**src/rtl/lcs_pkg.sv**
```systemverilog
package lcs_pkg;
    // source of the generated carry in one half
    typedef enum logic [2:0] {
        GEN_PIN1 = 3'd0,
        GEN_PIN2 = 3'd1,
        GEN_AND  = 3'd2,
        GEN_BYP  = 3'd3,
        GEN_ZERO = 3'd4,
        GEN_ONE  = 3'd5
    } gen_src_e;

    localparam int LUT_PINS = 4;
    localparam int LUT_BITS = 1 << LUT_PINS;
endpackage

```
**src/rtl/lcs_half.sv**
```systemverilog
module lcs_half
    import lcs_pkg::*;
#(
    parameter logic [LUT_BITS-1:0] LUT_INIT = 16'h6666,
    parameter gen_src_e            GEN_SRC  = GEN_BYP,
    parameter bit                  OUT_SUM  = 1'b1,
    parameter bit                  RST_VAL  = 1'b0
) (
    input  logic                clk,
    input  logic                rst,
    input  logic                ce,
    input  logic [LUT_PINS-1:0] pins,
    input  logic                byp,
    input  logic                c_in,
    output logic                lut_o,
    output logic                gen_o,
    output logic                c_next,
    output logic                comb_o,
    output logic                q
);
    logic sum;

    assign lut_o = LUT_INIT[pins];

    always_comb begin
        unique case (GEN_SRC)
            GEN_PIN1: gen_o = pins[0];
            GEN_PIN2: gen_o = pins[1];
            GEN_AND:  gen_o = pins[0] & pins[1];
            GEN_BYP:  gen_o = byp;
            GEN_ONE:  gen_o = 1'b1;
            default:  gen_o = 1'b0;
        endcase
    end

    assign c_next = lut_o ? c_in : gen_o;
    assign sum    = lut_o ^ c_in;

    generate
        if (OUT_SUM) begin : g_sum
            assign comb_o = sum;
        end else begin : g_lut
            assign comb_o = lut_o;
        end
    endgenerate

    always_ff @(posedge clk) begin
        if (rst)
            q <= RST_VAL;
        else if (ce)
            q <= comb_o;
    end


    ff_load_chk: assert property (@(posedge clk) disable iff (rst)
        ce |=> q == $past(comb_o));


    ff_hold_chk: assert property (@(posedge clk) disable iff (rst)
        !ce |=> $stable(q));


    ff_rst_chk: assert property (@(posedge clk) disable iff (rst)
        $past(rst) |-> q == RST_VAL);
endmodule

```
**src/rtl/lcs_slice.sv**
```systemverilog
module lcs_slice
    import lcs_pkg::*;
#(
    parameter logic [LUT_BITS-1:0] LUT_INIT      = 16'h6666,
    parameter gen_src_e            GEN_SRC       = GEN_BYP,
    parameter bit                  OUT_SUM       = 1'b1,
    parameter bit                  RST_VAL       = 1'b0,
    parameter bit                  INIT_FROM_BYP = 1'b0
) (
    input  logic                  clk,
    input  logic                  rst,
    input  logic                  ce,
    input  logic [2*LUT_PINS-1:0] pins,
    input  logic [1:0]            byp,
    input  logic                  cin,
    output logic [1:0]            comb_o,
    output logic [1:0]            q,
    output logic                  cout
);
    logic       c_init;
    logic [1:0] lut_h, gen_h, c_h;
    logic [2:0] c_link;

    assign c_init    = INIT_FROM_BYP ? byp[0] : cin;
    assign c_link[0] = c_init;

    genvar h;
    generate
        for (h = 0; h < 2; h++) begin : g_half
            lcs_half #(
                .LUT_INIT (LUT_INIT),
                .GEN_SRC  (GEN_SRC),
                .OUT_SUM  (OUT_SUM),
                .RST_VAL  (RST_VAL)
            ) half_i (
                .clk    (clk),
                .rst    (rst),
                .ce     (ce),
                .pins   (pins[h*LUT_PINS +: LUT_PINS]),
                .byp    (byp[h]),
                .c_in   (c_link[h]),
                .lut_o  (lut_h[h]),
                .gen_o  (gen_h[h]),
                .c_next (c_h[h]),
                .comb_o (comb_o[h]),
                .q      (q[h])
            );
            assign c_link[h+1] = c_h[h];
        end
    endgenerate

    assign cout = c_link[2];


    lo_gen_chk: assert property (@(posedge clk) disable iff (rst)
        !lut_h[0] |-> c_h[0] == gen_h[0]);


    hi_gen_chk: assert property (@(posedge clk) disable iff (rst)
        !lut_h[1] |-> cout == gen_h[1]);


    prop_thru_chk: assert property (@(posedge clk) disable iff (rst)
        (lut_h[0] && lut_h[1]) |-> cout == c_init);
endmodule

```
**src/rtl/slice_carry_chain.sv**
```systemverilog
module slice_carry_chain
    import lcs_pkg::*;
#(
    parameter int                  N_SLICES        = 4,
    parameter logic [LUT_BITS-1:0] LUT_INIT        = 16'h6666,
    parameter gen_src_e            GEN_SRC         = GEN_BYP,
    parameter bit                  OUT_SUM         = 1'b1,
    parameter bit                  RST_VAL         = 1'b0,
    parameter bit                  BOTTOM_FROM_BYP = 1'b0,
    localparam int                 N_HALVES        = 2 * N_SLICES,
    localparam int                 PIN_W           = N_HALVES * LUT_PINS
) (
    input  logic                clk,
    input  logic                rst,
    input  logic                ce,
    input  logic [PIN_W-1:0]    lut_in,
    input  logic [N_HALVES-1:0] byp_in,
    input  logic                chain_cin,
    output logic [N_HALVES-1:0] comb_out,
    output logic [N_HALVES-1:0] reg_out,
    output logic                chain_cout
);
    logic [N_SLICES:0] carry;

    assign carry[0] = chain_cin;

    genvar s;
    generate
        for (s = 0; s < N_SLICES; s++) begin : g_slice
            lcs_slice #(
                .LUT_INIT      (LUT_INIT),
                .GEN_SRC       (GEN_SRC),
                .OUT_SUM       (OUT_SUM),
                .RST_VAL       (RST_VAL),
                .INIT_FROM_BYP ((s == 0) ? BOTTOM_FROM_BYP : 1'b0)
            ) slice_i (
                .clk    (clk),
                .rst    (rst),
                .ce     (ce),
                .pins   (lut_in[s*2*LUT_PINS +: 2*LUT_PINS]),
                .byp    (byp_in[2*s +: 2]),
                .cin    (carry[s]),
                .comb_o (comb_out[2*s +: 2]),
                .q      (reg_out[2*s +: 2]),
                .cout   (carry[s+1])
            );
        end
    endgenerate

    assign chain_cout = carry[N_SLICES];
endmodule

```
**config.mk**
```make
export PLATFORM = sky130hd
export DESIGN_NAME = slice_carry_chain
export DESIGN_NICKNAME = d
export VERILOG_FILES = /design/src/rtl/lcs_pkg.sv /design/src/rtl/lcs_half.sv /design/src/rtl/lcs_slice.sv /design/src/rtl/slice_carry_chain.sv
export SDC_FILE = /design/constraint.sdc
export NUM_CORES = 1
export LEC_CHECK = 0
export BUFFER_PORTS_ARGS = -buffer_cell sky130_fd_sc_hd__buf_2
export CAP_MARGIN = 40
export CORE_MARGIN = 4
export CORE_UTILIZATION = 35
export DETAILED_ROUTE_END_ITERATION = 10
export PLACE_DENSITY = 0.69
export SYNTH_ARGS = -nofsm -noshare
export SYNTH_HDL_FRONTEND = slang
export SYNTH_SLANG_ARGS = --single-unit
```
**constraint.sdc**
```tcl
create_clock -name clk -period 4.87 [get_ports clk]
set_input_delay 0.487 -clock clk [delete_from_list [all_inputs] [get_ports clk]]
set_output_delay 0.487 -clock clk [all_outputs]
set_load 0.02 [all_outputs]
```
# After elaboration in Yosys (flattened, before gate mapping)
# Memories as Yosys holds them, arrays and structs flattened.
# Index checks and enable logic that the tools add are counted.
[word_totals] regBits=8 latchBits=0 ram_bits=0 mem_bits_ro=128 word_cells=48 memories=8
[mem_list] memory="(no name shown)" depth=16 word_bits=1 rd=1 rd_ports_with_merged_regs=0 wr=0 line="lcs_half.sv:23" rtl="assign lut_o = LUT_INIT[pins];"
[mem_list] memory="(no name shown)" depth=16 word_bits=1 rd=1 rd_ports_with_merged_regs=0 wr=0 line="lcs_half.sv:23"
[mem_list] memory="(no name shown)" depth=16 word_bits=1 rd=1 rd_ports_with_merged_regs=0 wr=0 line="lcs_half.sv:23"
[mem_list] memory="(no name shown)" depth=16 word_bits=1 rd=1 rd_ports_with_merged_regs=0 wr=0 line="lcs_half.sv:23"
[mem_list] memory="(no name shown)" depth=16 word_bits=1 rd=1 rd_ports_with_merged_regs=0 wr=0 line="lcs_half.sv:23"
[mem_list] memory="(no name shown)" depth=16 word_bits=1 rd=1 rd_ports_with_merged_regs=0 wr=0 line="lcs_half.sv:23"
[mem_list] memory="2 more memories"
[op_classes] add_sub_neg=0 n_mul=0 div_mod_pow=0 n_lt_le_gt_ge=8 n_eq_ne=0 n_shift=0 n_mux=16 bitwise_logic=8 n_reduce_logical=0
[op_table] operator="$lt 4x5->1 const B" count=8
[op_table] operator="$mux 1" count=16
[op_table] operator="$xor 1x1->1" count=8

# Depth between registers and ports, before layout
# Gate-level depths: netlist (run 1).
[depth] word_depth=10 depth_mapped=7 depth_no_buf=5

# Modules after synthesis
# Synthesis (run 1) repeated with hierarchy kept, for this count alone.
[unflattened] cells_unflattened=56 hier_area_um2=690.7
[modules_own_cells] mod="lcs_half" n_inst=8 cells_per_inst=7 area_per_inst_um2=86.3 seq_area_each_um2=20.0

# Least setup slack after synthesis (run 1)
# No wires, ideal clock.
[synth_timing] kind="input -> output" startpoint="in lut_in[9]" endpoint="out chain_cout" t_arrival_ps=1831 setup_slack_ps=2552 stages=6 n_path_buf=1 path_cell_list="xnor2_1 > nor4b_2 > a41oi_1 > buf_6 > a41oi_2 > a21oi_1"
[synth_between] elab_chain_cells=8
[synth_rtl] item="start: declaration" line="slice_carry_chain.sv:16" rtl="input logic [PIN_W-1:0] lut_in,"
[synth_rtl] item="$mem_v2 16x1"
[synth_rtl] item="$mux 1 (implied by the code)" line="lcs_half.sv:23"
[synth_rtl] item="$mux 1 (6 in series)" line="lcs_half.sv:36" rtl="assign c_next = lut_o ? c_in : gen_o;"
[synth_rtl] item="end: declaration" line="slice_carry_chain.sv:21" rtl="output logic chain_cout"
# No other way between the ends. The select of a mux whose other input is x is not followed.

# Worst setup path after layout (run 1)
[layout_timing] startpoint="in lut_in[13]" endpoint="out chain_cout"
[layout_between] elab_chain_cells=7
[layout_rtl] item="$mem_v2 16x1"
[layout_rtl] item="$mux 1 (implied by the code)" line="lcs_half.sv:23"
[layout_rtl] item="$mux 1 (5 in series)" line="lcs_half.sv:36"
# No other way between the ends. The select of a mux whose other input is x is not followed.

==> results of run 1 <==
cells by family after synthesis:
family | count (synthesis) | synth area share
xor gates and xnor gates | 20 | 0.2213
AOI/OAI and AO/OA | 22 | 0.2119
buffers and inverters | 22 | 0.1619
DFF | 8 | 0.1727
and+or+nand+nor | 36 | 0.1957
muxes | 3 | 0.03643
cell type report:
type,instances,share of cell area
clock buffers,3,0.02093
repair buffers,45,0.2116
well taps,30,0.03488
multi-input cells,81,0.5733
inverters,3,0.01047
flip-flops and latches,8,0.1488
how the worst max path moves through the flow:
stage	startpoint	end	cells past startpoint
2_1_floorplan	lut_in[9]	chain_cout	6
3_3_place_gp	lut_in[9]	chain_cout	7
3_5_place_dp	lut_in[13]	comb_out[7]	7
4_1_cts	lut_in[1]	comb_out[5]	8
5_1_grt	lut_in[13]	comb_out[7]	7
6_report	lut_in[13]	chain_cout	7
worst reg2reg max path, stage by stage, from the launching register on:
cell and delay, ps:
sky130_fd_sc_hd__dfxtp_1 320, sky130_fd_sc_hd__nor2_1 40, sky130_fd_sc_hd__a311o_1 330, sky130_fd_sc_hd__nor3_2 100
where the power goes:
group | total (mW) | internal, mW | leakage [nW] | switching (mW)
Sequential | 0.0759 | 0.0729 | 0.0662 | 0.00297
Clock | 0.0471 | 0.0280 | 0.0138 | 0.0192
Combinational | 0.156 | 0.0612 | 0.398 | 0.0950
cell usage after synthesis:
master | instances | area (sq um)
sky130_fd_sc_hd__inv_1 | 3 | 11.26
sky130_fd_sc_hd__a22oi_1 | 1 | 7.510
sky130_fd_sc_hd__nor3_1 | 2 | 10.01
sky130_fd_sc_hd__a211o_1 | 1 | 8.760
sky130_fd_sc_hd__and4_1 | 1 | 8.760
sky130_fd_sc_hd__xor2_2 | 3 | 48.80
sky130_fd_sc_hd__nor4b_2 | 1 | 15.01
sky130_fd_sc_hd__o32ai_1 | 1 | 8.760
sky130_fd_sc_hd__nor2b_1 | 2 | 12.51
sky130_fd_sc_hd__a311o_1 | 1 | 10.01
sky130_fd_sc_hd__buf_4 | 16 | 120.1
sky130_fd_sc_hd__nor2_1 | 13 | 48.80
sky130_fd_sc_hd__a31oi_1 | 2 | 12.51
sky130_fd_sc_hd__a21oi_1 | 4 | 20.02
sky130_fd_sc_hd__nor2_2 | 1 | 6.260
sky130_fd_sc_hd__a2bb2oi_1 | 1 | 8.760
sky130_fd_sc_hd__mux2i_1 | 2 | 20.02
sky130_fd_sc_hd__a21o_1 | 2 | 15.01
sky130_fd_sc_hd__o21ba_2 | 1 | 10.01
sky130_fd_sc_hd__xor2_1 | 6 | 52.55
sky130_fd_sc_hd__xnor2_2 | 1 | 16.27
sky130_fd_sc_hd__xnor2_1 | 10 | 87.58
sky130_fd_sc_hd__a211oi_1 | 1 | 7.510
sky130_fd_sc_hd__clkbuf_1 | 2 | 7.510
sky130_fd_sc_hd__a41oi_2 | 1 | 16.27
sky130_fd_sc_hd__o311ai_1 | 1 | 8.760
sky130_fd_sc_hd__nand2_1 | 7 | 26.28
sky130_fd_sc_hd__and2_1 | 1 | 6.260
sky130_fd_sc_hd__or3_1 | 1 | 6.260
sky130_fd_sc_hd__dfxtp_1 | 8 | 160.2
sky130_fd_sc_hd__a2111oi_1 | 1 | 10.01
sky130_fd_sc_hd__a2111oi_4 | 1 | 27.53
sky130_fd_sc_hd__a311oi_1 | 1 | 8.760
sky130_fd_sc_hd__nor3_2 | 1 | 10.01
sky130_fd_sc_hd__mux2i_2 | 1 | 13.76
sky130_fd_sc_hd__nand3_1 | 5 | 25.02
sky130_fd_sc_hd__o21a_1 | 1 | 7.510
sky130_fd_sc_hd__a41oi_1 | 1 | 8.760
sky130_fd_sc_hd__nand4_1 | 1 | 6.260
sky130_fd_sc_hd__buf_6 | 1 | 11.26
metrics by stage:
stage	total power [mW]	instances	cell area (sq um)	setup WS, ps
CTS	0.2826	170	1076	2369
global route	0.3006	170	1076	2167
floorplan	0.2177	111	927.1	2552
detailed placement	0.2342	167	1054	2378
finish	0.2793	170	1076	2374
global placement	0.2310	166	1046	1964
per-layer routing:
layer  GRT usage  routed length, um  part of all wire
met1      0.1425                869              0.45
met2      0.1732                919              0.48
met4     0.05825                 24             0.012
met5           0                  0                 0
met3     0.01743                118             0.061
==> reports/metrics.yaml, run 1 <==
outcome: "finished clean"
grt_first_pass_wirelength_um: 3056
ff2ff_path_depth: 3
ios: 61
sequential_cell_area_sq_um: 160.2
h_tree_depth: 1
final.setup_skew_ps: 0
antenna_found_initial: 0
dieHeight_um: 59.47
hold_path.class: "flop to flop"
rrSetupSlack_ps: 4010
resized_cells_post_cts: 0
cp-end-kind: "output pin"
critical_path_buf_inv_count: 2
synth_cell_types: 40
post_cts_hold_buffer_count: 0
static_leak_nw: 0.4783
fp.coreArea_sq_mm: 0.002500
clock.fmax_mhz: 400.7
peakVddDrop_mv: 0.1099
maxSlewHeadroom: 0.5306
max-clock-path-buffers: 2
finalCoreUtilization: 0.4304
count_of_clock_tree_sinks: 8
gp_congestion: 0.7985
dr.pass1.iters: 4
synth_seq_cells: 8
synthesis.nets: 155
cts.clk_slew.worst_paths_ps: 50
fp.dieArea_sq_mm: 0.003537
postSynthCellCount: 111
clock-root-buffer: "sky130_fd_sc_hd__clkbuf_4"
maximum_number_of_pins_on_one_net_before_global_route_repair: 14
slowest_delay_ps: 410
grt_remaining_overflow: 0
cell_chain_critical_path: "buf_2 > xor2_2 > nor2_2 > a21oi_1 > a41oi_2 > a21oi_1 > buf_2"
hpwlAfterDp_um: 1616
fin_tns_setup_ps: 0
yosysWarnings: 0
crit_fanout: 6
timing_max_transition_violations_final: 0
hold_ws_ps: 479.6
placementRows: 18
drc_errors: 0
postSynthAreaPerCell_sq_um: 8.353
area_of_combinational_cells_with_multiple_inputs_sq_um: 616.8
synthesis.area_sq_um: 927.1
tightestPinTransition_ps: 701.7
global_route.usage.total: 0.1100
rsz0062_at_grt: "false"
initialDrtViolationCount: 20
post-route-period-util: 0.5124
critical_path.top_delay_family: "compound AO/OA/AOI/OAI gates"
clk-insertion-delay-late_ps: 240
largest_register_ffs: 8
grt_pass1_vias: 725
timing.final.crit_period_ps: 2496
vias: 826
worstHoldStart: "g_slice[0].slice_i.g_half[1].half_i.q"
fraction_of_final_layout_cells_with_drive_strength_greater_than_1: 0.4214
critPathSlowestCell: "sky130_fd_sc_hd__a21oi_1"
crit_path_start_kind: "primary input"
detail_route.wirelength_um: 1931
final_cell_mix: "sky130_fd_sc_hd__buf_2 (44), sky130_fd_sc_hd__nor2_1 (13), sky130_fd_sc_hd__xnor2_1 (10)"
area_delta_synth_final_pct: 16.06
worst_r2r_endpoint: "g_slice[3].slice_i.g_half[0].half_i.q"
final_common_cell: "sky130_fd_sc_hd__buf_2"
crit_required_ps: 4380
port-buffer-count: 44
filler_cells: 252
largestRegisters: "g_slice.slice_i.g_half.half_i.q: 8 flops"
final_hold_viol_count: 0
regMostFlops: "g_slice.slice_i.g_half.half_i.q"
finalNetCount: 186
tritoncts_buffer_count: 3
yosysSeqAreaShare: 0.1727
dieWidth_um: 59.47
initial_utilization: 0.3709
cts_tree: "yes"
min_delay_worst_endpoint: "g_slice[0].slice_i.g_half[1].half_i.q"
detail-route-antenna-nets: 0
max_cap_viol_count: 0
setup.worst_path.class: "primary input to output pin"
p_per_area_mw_per_mm2: 259.5
min_delay_path_depth: 2
cts_setup_buffers: 0
cp_data_arrival_time_ps: 2010
post_drt_wl_per_cell_um: 11.36
num_antenna_cells: 0
setup_viol: 0
regToRegStartpoint: "g_slice[3].slice_i.g_half[0].half_i.q"
vias_per_std_cell: 4.859
Note: power is estimated with default switching activity, not from simulation.
==> inputs of run 2 (changes only) <==
PLACE_DENSITY = 0.71   (was 0.69)
clock period = 2.1 ns   (was 4.87 ns; I/O delays follow)
==> reports/metrics.yaml, run 2 (same netlist as run 1, synthesis figures left out) <==
vias: 859  # +4.0%
ios: 61  # unchanged
cpMostUsedCell: "sky130_fd_sc_hd__buf_2"
regToRegStartpoint: "g_slice[3].slice_i.g_half[0].half_i.q"
fin_tns_setup_ps: 0  # unchanged
initialDrtViolationCount: 9  # -55%
clock-root-buffer: "sky130_fd_sc_hd__clkbuf_4"
postPlaceCellArea_sq_mm: 0.001091  # +3.6%
largest_register_ffs: 8  # unchanged
initial_utilization: 0.3709  # unchanged
area_of_combinational_cells_with_multiple_inputs_sq_um: 631.9  # +2.4%
tritoncts_buffer_count: 3  # unchanged
rrSetupSlack_ps: 1250  # -2760 ps
sequential_cell_area_sq_um: 160.2  # unchanged
crit_path_end: "comb_out[7]"
finalNetCount: 191  # +2.7%
final.setup_skew_ps: 0  # unchanged
detail-route-antenna-nets: 0  # unchanged
hold_path.class: "primary input to flop"
outcome: "finished clean"
worst_r2r_endpoint: "g_slice[3].slice_i.g_half[0].half_i.q"
largestRegisters: "g_slice.slice_i.g_half.half_i.q: 8 flops"
timing.final.crit_period_ps: 1891
post-route-period-util: 0.9006
critical_path.top_delay_family: "buffers and inverters"
dieHeight_um: 59.47  # unchanged
ff2ff_path_depth: 3  # unchanged
crit_fanout: 12  # +6
maximum_number_of_pins_on_one_net_before_global_route_repair: 14  # unchanged
slowest_delay_ps: 280  # -130 ps
cell_chain_critical_path: "buf_2 > xor2_4 > nor4b_2 > a41oi_1 > buf_4 > a41oi_2 > xnor2_1 > buf_2"
crit_required_ps: 1890  # -2490 ps
p_per_area_mw_per_mm2: 596.8  # +130%
dieWidth_um: 59.47  # unchanged
maxSlewHeadroom: 0.6638  # +0.1332
port-buffer-count: 44  # unchanged
p_total_mw: 0.6736  # +140%
peakVddDrop_mv: 0.3513  # +220%
tightestPinTransition_ps: 502.6  # -199.1 ps
clock.fmax_mhz: 528.7
fp.dieArea_sq_mm: 0.003537  # unchanged
cts.clk_slew.worst_paths_ps: 50  # about the same
gp_congestion: 0.8312  # +4.1%
setup_viol: 0  # unchanged
clk-insertion-delay-late_ps: 250  # about the same
global_route.usage.total: 0.1335  # +0.02351
critPathSlowestCell: "sky130_fd_sc_hd__xor2_4"
setup.worst_path.class: "primary input to output pin"
vias_per_std_cell: 4.909  # +1.0%
fin_area_sq_mm: 0.001129  # +4.9%
power_frac_comb: 0.567  # +0.008
final_cell_mix: "sky130_fd_sc_hd__buf_2 (44), sky130_fd_sc_hd__nor2_1 (13), sky130_fd_sc_hd__xnor2_1 (10)"
grt_first_pass_wirelength_um: 3698  # +21%
filler_cells: 265  # +5.2%
cts_tree: "yes"
h_tree_depth: 1  # unchanged
postLayoutSetupSlackWorst_ps: 208.7  # -2166 ps
hpwlAfterDp_um: 1719  # +6.4%
cp-end-kind: "output pin"
cell_internal_pwr_mw: 0.3898  # +140%
grt_remaining_overflow: 0  # unchanged
fraction_of_final_layout_cells_with_drive_strength_greater_than_1: 0.4483  # +0.02685
antenna_found_initial: 0  # unchanged
final_hold_viol_count: 0  # unchanged
max-clock-path-buffers: 2  # unchanged
post_drt_wl_per_cell_um: 11.86  # +4.4%
count_of_clock_tree_sinks: 8  # unchanged
critical_path_buf_inv_count: 3  # +1
rsz0062_at_grt: "false"
total_switching_power_mw: 0.2838  # +140%
static_leak_nw: 0.5050  # +5.6%
max_cap_viol_count: 0  # unchanged
power_frac_seq: 0.262  # -0.010
num_antenna_cells: 0  # unchanged
grt_pass1_vias: 931  # +28%
worst-path-stages: 8  # +1
timing_max_transition_violations_final: 0  # unchanged
regMostFlops: "g_slice.slice_i.g_half.half_i.q"
placementRows: 18  # unchanged
cp_data_arrival_time_ps: 1680  # -330 ps
final_common_cell: "sky130_fd_sc_hd__buf_2"
fp.coreArea_sq_mm: 0.002500  # unchanged
crit_path_start_kind: "primary input"
dr.pass1.iters: 4  # unchanged
place_ws_ps: 102.5  # -2276 ps
area_delta_synth_final_pct: 21.73
power_frac_clock: 0.171  # +0.002
drc_errors: 0  # unchanged
detail_route.wirelength_um: 2076  # +7.5%
setup.worst_path.start: "lut_in[13]"
swShare: 0.4213  # +0.001712
-- run 2: worst min-delay path by stage --
stage	start	end	slack, ps	cells after the start
2_1_floorplan	ce	g_slice[0].slice_i.g_half[1].half_i.q	450	3
3_3_place_gp	g_slice[0].slice_i.g_half[1].half_i.q	g_slice[0].slice_i.g_half[1].half_i.q	470	2
3_5_place_dp	g_slice[2].slice_i.g_half[1].half_i.q	g_slice[2].slice_i.g_half[1].half_i.q	480	2
4_1_cts	rst	g_slice[0].slice_i.g_half[0].half_i.q	260	2
5_1_grt	rst	g_slice[0].slice_i.g_half[0].half_i.q	260	2
6_report	rst	g_slice[0].slice_i.g_half[0].half_i.q	260	2
-- run 2: power by group through the flow --
stage               Clock (mW)  Sequential (mW)  Combinational [mW]
finish                   0.115            0.176               0.382
global placement             0            0.179               0.373
global route             0.128            0.178               0.420
CTS                      0.121            0.177               0.382
detailed placement           0            0.180               0.380
floorplan                    0            0.178               0.326
-- run 2: through the flow --
stage	hold slack, ps	std cells	util
floorplan	452.3	111	-
finish	259.7	175	0.4515
global route	261.1	175	0.4515
detailed placement	484.3	172	0.4364
global placement	468.4	172	0.4364
CTS	256.8	175	0.4454
-- run 2: final cells by class --
cell class / count / share of cell area
multi-input cells: 81 / 0.5599
repair buffers: 50 / 0.2350
inverters: 3 / 0.009978
well taps: 30 / 0.03326
flip-flops and latches: 8 / 0.1419
clock buffers: 3 / 0.01996
-- run 2: what timing repair did --
| item | CTS | global route |
|---|---|---|
| hold buffers | 0 | 0 |
| setup endpoints to repair | 0 | 3 |
| resized for setup | 0 | 2 |
| setup buffers | 0 | 0 |
-- run 2: routing by layer --
metal | GRT usage | vias to the layer above | part of all wire
li1 | - | 441 | -
met1 | 0.1563 | 384 | 0.44
met2 | 0.2262 | 30 | 0.47
met3 | 0.02179 | 4 | 0.072
met4 | 0.07767 | 0 | 0.016
met5 | 0 | - | 0
-- run 2: worst register-to-register path, stage by stage, from the launching register on --
cell and delay, ps:
sky130_fd_sc_hd__dfxtp_1 320, sky130_fd_sc_hd__nor2_1 40, sky130_fd_sc_hd__a311o_1 320, sky130_fd_sc_hd__nor3_2 90
==> inputs of run 3 (changes only) <==
PLACE_DENSITY = 0.69   (was 0.71)
clock period = 2.3 ns   (was 2.1 ns; I/O delays follow)
==> reports/metrics.yaml, run 3 (same netlist as run 1, synthesis figures left out) <==
fin_tns_setup_ps: 0  # unchanged
max_cap_viol_count: 0  # unchanged
count_of_clock_tree_sinks: 8  # unchanged
post_layout_nonfiller_instances: 174  # -0.57%
initialDrtViolationCount: 11  # +2
static_leak_nw: 0.4979  # -1.4%
hold_ws_ps: 266.9  # +7.208 ps
power_frac_clock: 0.169  # -0.002
rrSetupSlack_ps: 1430  # +180 ps
vias_per_std_cell: 4.891  # -0.36%
power_frac_seq: 0.267  # +0.005
placementRows: 18  # unchanged
grt_util_met2: 0.2059  # -0.02028
drc_errors: 0  # unchanged
grt_remaining_overflow: 0  # unchanged
grt.met1_usage: 0.1464  # -0.009845
crit_required_ps: 2070  # +180 ps
postPlaceCellArea_sq_mm: 0.001084  # -0.69%
grt_pass1_vias: 841  # -9.7%
cp_data_arrival_time_ps: 1780  # +100 ps
cp-end-kind: "output pin"
post_drt_wl_per_cell_um: 11.29  # -4.8%
finalNetCount: 190  # -0.52%
regMostFlops: "g_slice.slice_i.g_half.half_i.q"
min_delay_path_depth: 2  # unchanged
p_total_mw: 0.6033  # -10%
placed_cells_incl_taps: 171  # -0.58%
hold_path.class: "primary input to flop"
num_antenna_cells: 0  # unchanged
area_delta_synth_final_pct: 19.30
total_switching_power_mw: 0.2515  # -11%
largest_register_ffs: 8  # unchanged
cell_internal_pwr_mw: 0.3518  # -9.7%
postLayoutSetupSlackWorst_ps: 293.6  # +84.98 ps
grt_first_pass_wirelength_um: 3381  # -8.6%
clock.fmax_mhz: 498.4
maxSlewHeadroom: 0.6720  # +0.008177
resized_cells_post_cts: 0  # unchanged
post-route-period-util: 0.8723
setup.worst_path.class: "primary input to output pin"
port-buffer-count: 44  # unchanged
h_tree_depth: 1  # unchanged
fin_area_sq_mm: 0.001106  # -2.0%
dieHeight_um: 59.47  # unchanged
filler_cells: 261  # -1.5%
cts_setup_buffers: 0  # unchanged
final.setup_skew_ps: 0  # unchanged
dieWidth_um: 59.47  # unchanged
post_cts_hold_buffer_count: 0  # unchanged
min_delay_worst_endpoint: "g_slice[0].slice_i.g_half[0].half_i.q"
final_cell_mix: "sky130_fd_sc_hd__buf_2 (44), sky130_fd_sc_hd__nor2_1 (13), sky130_fd_sc_hd__xnor2_1 (10)"
ios: 61  # unchanged
swShare: 0.4168  # -0.004482
finalCoreUtilization: 0.4424  # -0.009009
fraction_of_final_layout_cells_with_drive_strength_greater_than_1: 0.4375  # -0.01078
top_usage_layer: "met2"
cts.clk_slew.worst_paths_ps: 50  # about the same
clk-insertion-delay-late_ps: 240  # about the same
global_route.usage.total: 0.1189  # -0.01457
vias: 851  # -0.93%
setup_viol: 0  # unchanged
timing.final.crit_period_ps: 2006
hpwlAfterDp_um: 1700  # -1.1%
gp_congestion: 0.7816  # -6.0%
regToRegStartpoint: "g_slice[3].slice_i.g_half[1].half_i.q"
detail-route-antenna-nets: 0  # unchanged
fp.dieArea_sq_mm: 0.003537  # unchanged
cts_tree: "yes"
tightestPinTransition_ps: 490.4  # -12.22 ps
tritoncts_buffer_count: 3  # unchanged
timing_max_transition_violations_final: 0  # unchanged
p_per_area_mw_per_mm2: 545.4  # -8.6%
antenna_found_initial: 0  # unchanged
max-clock-path-buffers: 2  # unchanged
initial_utilization: 0.3709  # unchanged
rsz0062_at_grt: "false"
dr.pass1.iters: 4  # unchanged
place_ws_ps: 302.9  # +200.5 ps
ff2ff_path_depth: 3  # unchanged
grt_util_met3: 0.008715  # -0.01307
crit_path_start_kind: "primary input"
final_hold_viol_count: 0  # unchanged
power_frac_comb: 0.564  # -0.003
outcome: "finished clean"
peakVddDrop_mv: 0.2215  # -37%
largestRegisters: "g_slice.slice_i.g_half.half_i.q: 8 flops"
maximum_number_of_pins_on_one_net_before_global_route_repair: 14  # unchanged
crit_fanout: 12  # unchanged
fp.coreArea_sq_mm: 0.002500  # unchanged
clock-root-buffer: "sky130_fd_sc_hd__clkbuf_4"
worstHoldStart: "rst"
worst_r2r_endpoint: "g_slice[3].slice_i.g_half[1].half_i.q"
final_common_cell: "sky130_fd_sc_hd__buf_2"
detail_route.wirelength_um: 1965  # -5.3%
==> run 3: cell count changes in the layout (fill, tap and decap cells not counted) <==
cell	before	now
sky130_fd_sc_hd__buf_4	6	5
sky130_fd_sc_hd__xor2_4	1	0
sky130_fd_sc_hd__a21oi_1	3	4
sky130_fd_sc_hd__xor2_2	2	3
sky130_fd_sc_hd__a21oi_2	1	0
==> run 3: worst max-delay path by stage <==
stage | from | slack (ps) | endpoint | depth (start not counted)
CTS | lut_in[1] | 300 | comb_out[7] | 8
global route | lut_in[1] | 180 | comb_out[7] | 8
floorplan | lut_in[9] | 500 | chain_cout | 6
global placement | lut_in[1] | 330 | comb_out[5] | 8
detailed placement | lut_in[1] | 300 | comb_out[7] | 8
finish | lut_in[1] | 290 | comb_out[5] | 8
==> run 3: layout make-up <==
| class | instances | area, sq um | share of cell area |
|---|---|---|---|
| Clock buffer | 3 | 22.52 | 0.02036 |
| Inverter | 3 | 11.26 | 0.01018 |
| Multi-Input combinational cell | 81 | 616.8 | 0.5577 |
| Sequential cell | 8 | 160.2 | 0.1448 |
| Tap cell | 30 | 37.54 | 0.03394 |
| Timing Repair Buffer | 49 | 257.7 | 0.2330 |
==> run 3: per-layer routing <==
layer | vias up | wire length [um]
met5 | - | 0
met4 | 0 | 20
met3 | 2 | 128
met2 | 24 | 1005
met1 | 386 | 810
li1 | 439 | -
==> run 3: worst max-delay path, stage by stage <==
cell	delay [ps]
sky130_fd_sc_hd__buf_2	110
sky130_fd_sc_hd__xnor2_2	210
sky130_fd_sc_hd__mux2i_2	360
sky130_fd_sc_hd__a41oi_1	170
sky130_fd_sc_hd__buf_4	210
sky130_fd_sc_hd__a31oi_1	170
sky130_fd_sc_hd__xnor2_1	140
sky130_fd_sc_hd__buf_2	180
==> run 3: power by group through the flow <==
stage          Sequential (mW)  Clock (mW)  Combinational (mW)
4_1_cts                  0.161       0.104               0.345
6_report                 0.161       0.102               0.340
3_3_place_gp             0.163           0               0.338
3_5_place_dp             0.164           0               0.343
2_1_floorplan            0.163           0               0.298
5_1_grt                  0.164       0.114               0.371
